$ cat src/rtl/mmu_perm_check.sv
module mmu_perm_check #(
  parameter int ADDR_W = 32,
  parameter int FSR_W  = 8
) (
  input  logic              clk,
  input  logic              rst_n,
  input  logic              acc_valid,
  input  logic              acc_write,
  input  logic              acc_ifetch,
  input  logic              acc_super,
  input  logic [2:0]        acc_perm,
  input  logic              acc_modified,
  input  logic [ADDR_W-1:0] acc_addr,
  input  logic              nofault_mode,
  input  logic              traps_on,
  input  logic              fsr_read,
  output logic [3:0]        fault_code,
  output logic [2:0]        prot_mask,
  output logic [FSR_W-1:0]  fault_status,
  output logic [ADDR_W-1:0] fault_addr,
  output logic              ifault_pulse,
  output logic              dfault_pulse
);
  localparam int CLS_LSB = 5;
  localparam logic [7:0] USR_RD = 8'b0010_1111;
  localparam logic [7:0] USR_WR = 8'b0000_1010;
  localparam logic [7:0] USR_EX = 8'b0001_1100;
  localparam logic [7:0] SUP_RD = 8'b1110_1111;
  localparam logic [7:0] SUP_WR = 8'b1010_1010;
  localparam logic [7:0] SUP_EX = 8'b1101_1100;

  logic [2:0] acc_cls;
  logic       g_rd, g_wr, g_ex, priv_bad, lacks, faulted, quiet;
  logic [FSR_W-1:0] fsr_next;

  assign acc_cls  = {acc_write, acc_ifetch, acc_super};
  assign g_rd     = acc_super ? SUP_RD[acc_perm] : USR_RD[acc_perm];
  assign g_wr     = acc_super ? SUP_WR[acc_perm] : USR_WR[acc_perm];
  assign g_ex     = acc_super ? SUP_EX[acc_perm] : USR_EX[acc_perm];
  assign priv_bad = !acc_super && (acc_perm[2:1] == 2'b11);
  assign lacks    = (!acc_write && !acc_ifetch && !g_rd) ||
                    (acc_ifetch && !g_ex) || (acc_write && !g_wr);
  assign fault_code = priv_bad ? 4'd12 : (lacks ? 4'd8 : 4'd0);
  assign faulted  = (fault_code != 4'd0);
  assign quiet    = nofault_mode || !traps_on;
  assign prot_mask = faulted ? (quiet ? 3'b111 : 3'b000)
                             : {g_ex, g_wr && acc_modified, g_rd};

  always_comb begin
    fsr_next = '0;
    fsr_next[0] = !fsr_read && (fault_status != '0);
    fsr_next[1] = 1'b1;
    fsr_next[3:2] = fault_code[3:2];
    fsr_next[CLS_LSB +: 3] = acc_cls;
  end

  always_ff @(posedge clk) begin
    if (!rst_n) begin
      fault_status <= '0;
      fault_addr   <= '0;
      ifault_pulse <= 1'b0;
      dfault_pulse <= 1'b0;
    end else begin
      ifault_pulse <= acc_valid && faulted && !quiet && acc_ifetch;
      dfault_pulse <= acc_valid && faulted && !quiet && !acc_ifetch;
      if (acc_valid && faulted) begin
        fault_status <= fsr_next;
        fault_addr   <= acc_addr;
      end else if (fsr_read) begin
        fault_status <= '0;
      end
    end
  end

  p_user_priv_r1: assert property (@(posedge clk) disable iff (!rst_n)
    (!acc_super && acc_perm[2] && acc_perm[1]) |-> fault_code == 4'd12);
  p_clean_write_r3: assert property (@(posedge clk) disable iff (!rst_n)
    (!acc_modified && !(faulted && quiet)) |-> !prot_mask[1]);
  p_record_r4: assert property (@(posedge clk) disable iff (!rst_n)
    (acc_valid && faulted) |=> (fault_status[1] && fault_addr == $past(acc_addr)));
  p_overflow_r5: assert property (@(posedge clk) disable iff (!rst_n)
    (acc_valid && faulted && !fsr_read && fault_status != '0) |=> fault_status[0]);
  p_clear_r6: assert property (@(posedge clk) disable iff (!rst_n)
    (fsr_read && !(acc_valid && faulted)) |=> fault_status == '0);
  p_one_line_r7: assert property (@(posedge clk) disable iff (!rst_n)
    !(ifault_pulse && dfault_pulse));
  p_quiet_r8: assert property (@(posedge clk) disable iff (!rst_n)
    (acc_valid && quiet) |=> (!ifault_pulse && !dfault_pulse));
  p_idle_r9: assert property (@(posedge clk) disable iff (!rst_n)
    (!acc_valid && !fsr_read) |=> $stable(fault_status) && $stable(fault_addr));
endmodule

$ cat config.mk
export PLATFORM = sky130hd
export DESIGN_NAME = mmu_perm_check
export DESIGN_NICKNAME = d
export VERILOG_FILES = /design/src/rtl/mmu_perm_check.sv
export SDC_FILE = /design/constraint.sdc
export NUM_CORES = 1
export LEC_CHECK = 0
export ABC_AREA = 1
export BUFFER_PORTS_ARGS = -buffer_cell sky130_fd_sc_hd__buf_2
export CAP_MARGIN = 20
export CORE_MARGIN = 4
export CORE_UTILIZATION = 40
export CTS_CLUSTER_DIAMETER = 100
export CTS_CLUSTER_SIZE = 30
export DETAILED_ROUTE_END_ITERATION = 6
export GPL_ROUTABILITY_DRIVEN = 0
export GPL_TIMING_DRIVEN = 0
export PLACE_DENSITY = 0.75
export SYNTH_ARGS = -nofsm -noshare
export SYNTH_HDL_FRONTEND = slang
export SYNTH_SLANG_ARGS = --single-unit
$ cat constraint.sdc
create_clock -name clk -period 2.8 [get_ports clk]
set_input_delay 0.42 -clock clk [delete_from_list [all_inputs] [get_ports clk]]
set_output_delay 0.42 -clock clk [all_outputs]
set_load 0.02 [all_outputs]
==> impl_metrics.tcl, run 1 <==
set metrics [dict create \
    grt_setup_unrepaired "false" \
    path_cells "buf_2, inv_2, nand2_1, nor2_2, nand2_2, nand3_4, buf_4, nand2_1, o21ai_0, buf_2" \
    syn_inst 211 \
    cts_max_level 2 \
    dpl_cell_area_sq_um 2280 \
    vdd_ir_drop_max_mv 0.244 \
    crit_type "in2out" \
    synth.cell_area_sq_um 1770 \
    seq_area_frac_synth_pct 46.5 \
    clk_pin_slew_ps 70 \
    grt_pass1_wl_mm 7.01 \
    crit_path_top_delay_cell "buf_2" \
    ant_nets 0 \
    fin_worst_skew_ps 0.645 \
    clock.fmax_ghz 0.523 \
    final_cell_area_sq_um 2380 \
    crit_start "acc_perm[0]" \
    ff2ff_path_depth 4 \
    clk_latency_ps 290 \
    cp-end-kind "primary output" \
    finalSetupTns_ps 0 \
    worst-path-stages 10 \
    synth-warning-count 0 \
    yosysTopAreaCellShare_pct 46.5 \
    hold_buffers 0 \
    clkSinkCount 41 \
    drt_iter0_drc 60 \
    period_minus_slack_ps 1910 \
    outcome "finished, final reports clean" \
    die_h_um 74.4 \
    p_leak_nw 1.13 \
    grt-ovfl-total 0 \
    r2r_start "fault_status[1]" \
    core_sq_um 4140 \
    crit_path_start_kind "primary input" \
    synth_cell_types 25 \
    antenna_found_initial 0 \
    die_x_um 74.4 \
    cp.required_ps 2380 \
    cpPeakStageDelay_ps 190 \
    final_cells 360 \
    relSlewSlack_pct 63.0 \
    port_buffers 89 \
    total_power_w 0.00133 \
    hp-class "in2reg" \
    synth_top_cell_by_area "dfxtp_1" \
    drc 0 \
    placed_cells 352 \
    hold_ws_ps 332 \
    fin_crit_sh_pct 68.2 \
    io_pins 94 \
    initial_core_util_pct 42.6 \
    final_hold_viol_count 0 \
    setup_violations 0 \
    finish.net_count 354 \
    cts_tree "yes" \
    wl_per_cell_um 12.4 \
    drt-total-wl_mm 4.46 \
    fp.dieArea_sq_um 5540 \
    vias_per_cell 4.79 \
    synth_area_leaders "dfxtp_1 (46%), nand2_1 (11%), a21oi_1 (7.9%), nand3_1 (7.9%), nand3_2 (5.7%)" \
    crit_fanout 10 \
    hp-start "acc_ifetch" \
    via_count 1723 \
    critPathArrivalTime_ps 1490 \
    post_cts_resized 0 \
    dp_hpwl_mm 3.37 \
    grt_max_degree 13 \
    numCtsBuffers 5 \
    path_delay_family "buffers and inverters" \
    worst_pin_slew_ps 555 \
    grt_pass1_vias 1561 \
    track_usage_pct 16.4 \
    drv_slew 0 \
    postCtsSetupBuffers 0 \
    powerDensity_nw_per_um2 557 \
    root_buffer "clkbuf_8" \
    clk_path_buf_depth 2 \
    ys_ff_latch 41 \
    area_delta_synth_final_pct 34.9 \
    diodes 0 \
    min_path_cells 2 \
    drt_first_pass_iters 4 \
    path_buf_inv 4 \
    rows 23 \
    drv_cap 0 \
    postSynthAreaPerCell_sq_um 8.37 \
    layout-drive-gt1-share_pct 44.5 \
]
==> final cells by class <==
cell class                 instances  area, sq um
buffer                            20          155
clock buffer                       7         96.3
clock inverter                     1         5.00
fill                             412         1760
inverter                           7         26.3
multi-input combinational        145          771
sequential                        41          821
tap                               50         62.6
timing repair buffer              89          445
==> cells in the final DEF, fill, tap and decap left out, drive strengths merged <==
| master | synthesis | layout |
|---|---|---|
| nor3 | 2 | 2 |
| o21ai | 5 | 5 |
| buf | 16 | 105 |
| dfxtp | 41 | 41 |
| nor2 | 3 | 3 |
| conb | 1 | 3 |
| nand3b | 1 | 1 |
| nand2 | 52 | 52 |
| nand3 | 39 | 39 |
| nor4 | 2 | 2 |
| inv | 7 | 7 |
| a21oi | 38 | 38 |
| clkbuf | 4 | 11 |
| clkinv | 0 | 1 |
==> logic make-up (layout without fill, tap and decap cells) <==
| logic type | Yosys count | in the layout | share of synthesized area, % |
|---|---|---|---|
| AND/OR/NAND/NOR | 99 | 99 | 28.7 |
| AO/OA/AOI/OAI | 43 | 43 | 14.3 |
| flip-flops | 41 | 41 | 46.5 |
| buffers and inverters | 27 | 124 | 10.3 |
| other | 1 | 3 | 0.212 |
==> path summary, 6_finish.rpt <==
kind	endpoint	slack, ps
worst max register to register	fault_status[0]	1880
worst max-delay path	prot_mask[0]	890
worst min register to register	fault_addr[0]	460
worst min-delay path	dfault_pulse	330
==> per-stage QoR <==
stage | util, % | setup slack (ps)
floorplan | - | 939
global placement | 55.0 | 911
detailed placement | 55.0 | 885
CTS | 57.5 | 878
global route | 57.5 | 781
finish | 57.5 | 890
==> per-layer routing <==
layer / wire length, um / up-vias / share of wire, % / GRT usage [%]
met5: 0 / - / 0 / 0
met4: 85 / 0 / 1.9 / 7.11
met3: 392 / 8 / 8.8 / 5.00
met2: 2050 / 63 / 46 / 26.3
met1: 1940 / 759 / 43 / 20.4
li1: - / 893 / - / -
==> where the power goes <==
| group | total (W) | internal (W) | switching (W) | leakage (nW) |
|---|---|---|---|---|
| logic | 0.000276 | 0.000109 | 0.000167 | 0.744 |
| registers | 0.000629 | 0.000613 | 0.0000158 | 0.335 |
| clock network | 0.000423 | 0.000223 | 0.000200 | 0.0542 |
==> registers in the layout, summed over array words and instances, names as in the netlist <==
register and flops:
ifault_pulse 1, dfault_pulse 1, fault_addr 32, fault_status 7
==> Yosys cell counts, drive strengths merged <==
| cell | count |
|---|---|
| conb | 1 |
| nand3 | 39 |
| a21oi | 38 |
| clkbuf | 4 |
| nor3 | 2 |
| dfxtp | 41 |
| nor2 | 3 |
| nor4 | 2 |
| inv | 7 |
| o21ai | 5 |
| nand2 | 52 |
| nand3b | 1 |
| buf | 16 |
==> worst register-to-register path, cell delays in order, from the launching register on <==
cell and delay [ps]:
dfxtp_1 340, nor4_1 270, nand2_1 80, nand3_1 70, a21oi_1 60
(Power assumes the default switching activity.)
==> run 2, diff against run 1 <==
PLACE_DENSITY = 0.77   (was 0.75)
clock period = 1.7 ns   (was 2.8 ns; I/O delays follow)
==> run 2 against run 1 <==
  * Critical endpoint is now prot_mask[2]
  * Largest cell class unchanged
  * Sequential share of layout area is 0.22 points higher
  * Via count is 2.9% higher
  * Routed wire length is 0.27% lower
==> impl_metrics.tcl, run 2 (synthesized netlist as in run 1, its figures left out) <==
set metrics [dict create \
    outcome "finished, final reports clean" \
    port_buffers 89 \
    hold_buffers 0 \
    post-place-ws_ps 129 \
    die_x_um 74.4 \
    regArea_sq_um 821 \
    largest_reg_flops 32 \
    grt_pass1_vias 1582 \
    p_leak_nw 1.12 \
    r2r_start "fault_status[1]" \
    setup_ws_ps 130 \
    io_pins 94 \
    area_delta_synth_final_pct 34.1 \
    final_common_cell "buf_2" \
    grt_max_degree 12 \
    worstReg2RegEnd "fault_status[0]" \
    numCtsBuffers 5 \
    layout-drive-gt1-share_pct 44.0 \
    period_minus_slack_ps 1570 \
    cp-endpoint "prot_mask[2]" \
    clk_pin_slew_ps 70 \
    finalSetupTns_ps 0 \
    dp_hpwl_mm 3.38 \
    setup_violations 0 \
    rrSetupSlack_ps 780 \
    clk_path_buf_depth 2 \
    clk_latency_ps 270 \
    drv_slew 0 \
    diodes 0 \
    dpl_cell_area_sq_um 2280 \
    drt_iter0_drc 51 \
    core_sq_um 4140 \
    hp-class "in2reg" \
    fin_worst_skew_ps 0.359 \
    track_usage_pct 15.9 \
    final_hold_viol_count 0 \
    cts_tree "yes" \
    cp.required_ps 1440 \
    crit_fanout 10 \
    via_count 1773 \
    fp.dieArea_sq_um 5540 \
    powerDensity_nw_per_um2 892 \
    regMostFlops "fault_addr" \
    reg_top3 "fault_addr x32, fault_status x7" \
    post_cts_resized 0 \
    grt_setup_unrepaired "false" \
    crit_type "in2out" \
    relSlewSlack_pct 62.2 \
    vdd_ir_drop_max_mv 0.541 \
    finish.net_count 354 \
    cp-end-kind "primary output" \
    root_buffer "clkbuf_8" \
    ff2ff_path_depth 4 \
    postCtsSetupBuffers 0 \
    cts_max_level 2 \
    worst_pin_slew_ps 568 \
    drt-total-wl_mm 4.45 \
    fillerInstances 417 \
    final_cell_area_sq_um 2370 \
    fin_crit_sh_pct 92.4 \
    mostFrequentLayoutCells "buf_2 (92), nand2_1 (50), dfxtp_1 (41)" \
    rows 23 \
    ant_nets 0 \
    drc 0 \
    clock.fmax_ghz 0.637 \
    die_h_um 74.4 \
    crit_start "acc_perm[0]" \
    drv_cap 0 \
    crit_path_start_kind "primary input" \
    wl_per_cell_um 12.4 \
    grt_pass1_wl_mm 6.94 \
    multi_input_area_sq_um 771 \
    vias_per_cell 4.94 \
    clkSinkCount 41 \
    initial_core_util_pct 42.6 \
    antenna_found_initial 0 \
    critPathArrivalTime_ps 1320 \
    drt_first_pass_iters 4 \
    grt-ovfl-total 0 \
    total_power_w 0.00211 \
]
run 2: cell count changes in the layout (fill, tap and decap cells not counted), sizes merged:
cell and delta:
clkinv -1
run 2: power by group:
part	total [W]	leakage (nW)	internal, W	switching [W]
clock	0.000618	0.0443	0.000322	0.000296
combinational	0.000455	0.744	0.000179	0.000275
sequential	0.00104	0.335	0.00101	0.0000267
total	0.00211	1.12	0.00151	0.000598
run 2: worst max-delay path, cell delays in order:
cell     delay (ps)
buf_2           110
inv_2            50
nand2_1          60
nor2_2          120
nand2_2          70
nand3_4         120
buf_4           180
nand2_1          90
o21ai_0          80
buf_2           180
run 2: per-layer routing:
layer  global-route usage, %  share of wire, %  up-vias
met5                       0                 0        -
met4                    4.15              0.97        0
met3                    3.24               7.5        5
met2                    27.0                49       63
met1                    20.7                43      812
li1                        -                 -      893
run 2: metrics by stage:
| stage | instances | hold slack [ps] | util, % |
|---|---|---|---|
| after floorplan | 213 | 332 | - |
| after global placement | 352 | 444 | 55.0 |
| after detailed placement | 352 | 447 | 55.0 |
| after CTS | 359 | 182 | 57.1 |
| after global routing | 359 | 181 | 57.1 |
| final | 359 | 187 | 57.1 |
run 2: final cells by class:
| type | count | area share, % |
|---|---|---|
| sequential | 41 | 34.7 |
| multi-input combinational | 145 | 32.6 |
| timing repair buffer | 89 | 18.8 |
| buffer | 20 | 6.55 |
| clock buffer | 7 | 3.65 |
| tap | 50 | 2.64 |
| inverter | 7 | 1.11 |
run 2: how the worst min path moves through the flow:
stage	to	from	slack (ps)	depth (start not counted)
after floorplan	dfault_pulse	acc_ifetch	330	1
after global placement	fault_addr[1]	fault_addr[1]	440	2
after detailed placement	fault_addr[0]	fault_addr[0]	450	2
after CTS	dfault_pulse	acc_ifetch	180	2
after global routing	dfault_pulse	acc_ifetch	180	2
final	dfault_pulse	acc_ifetch	190	2
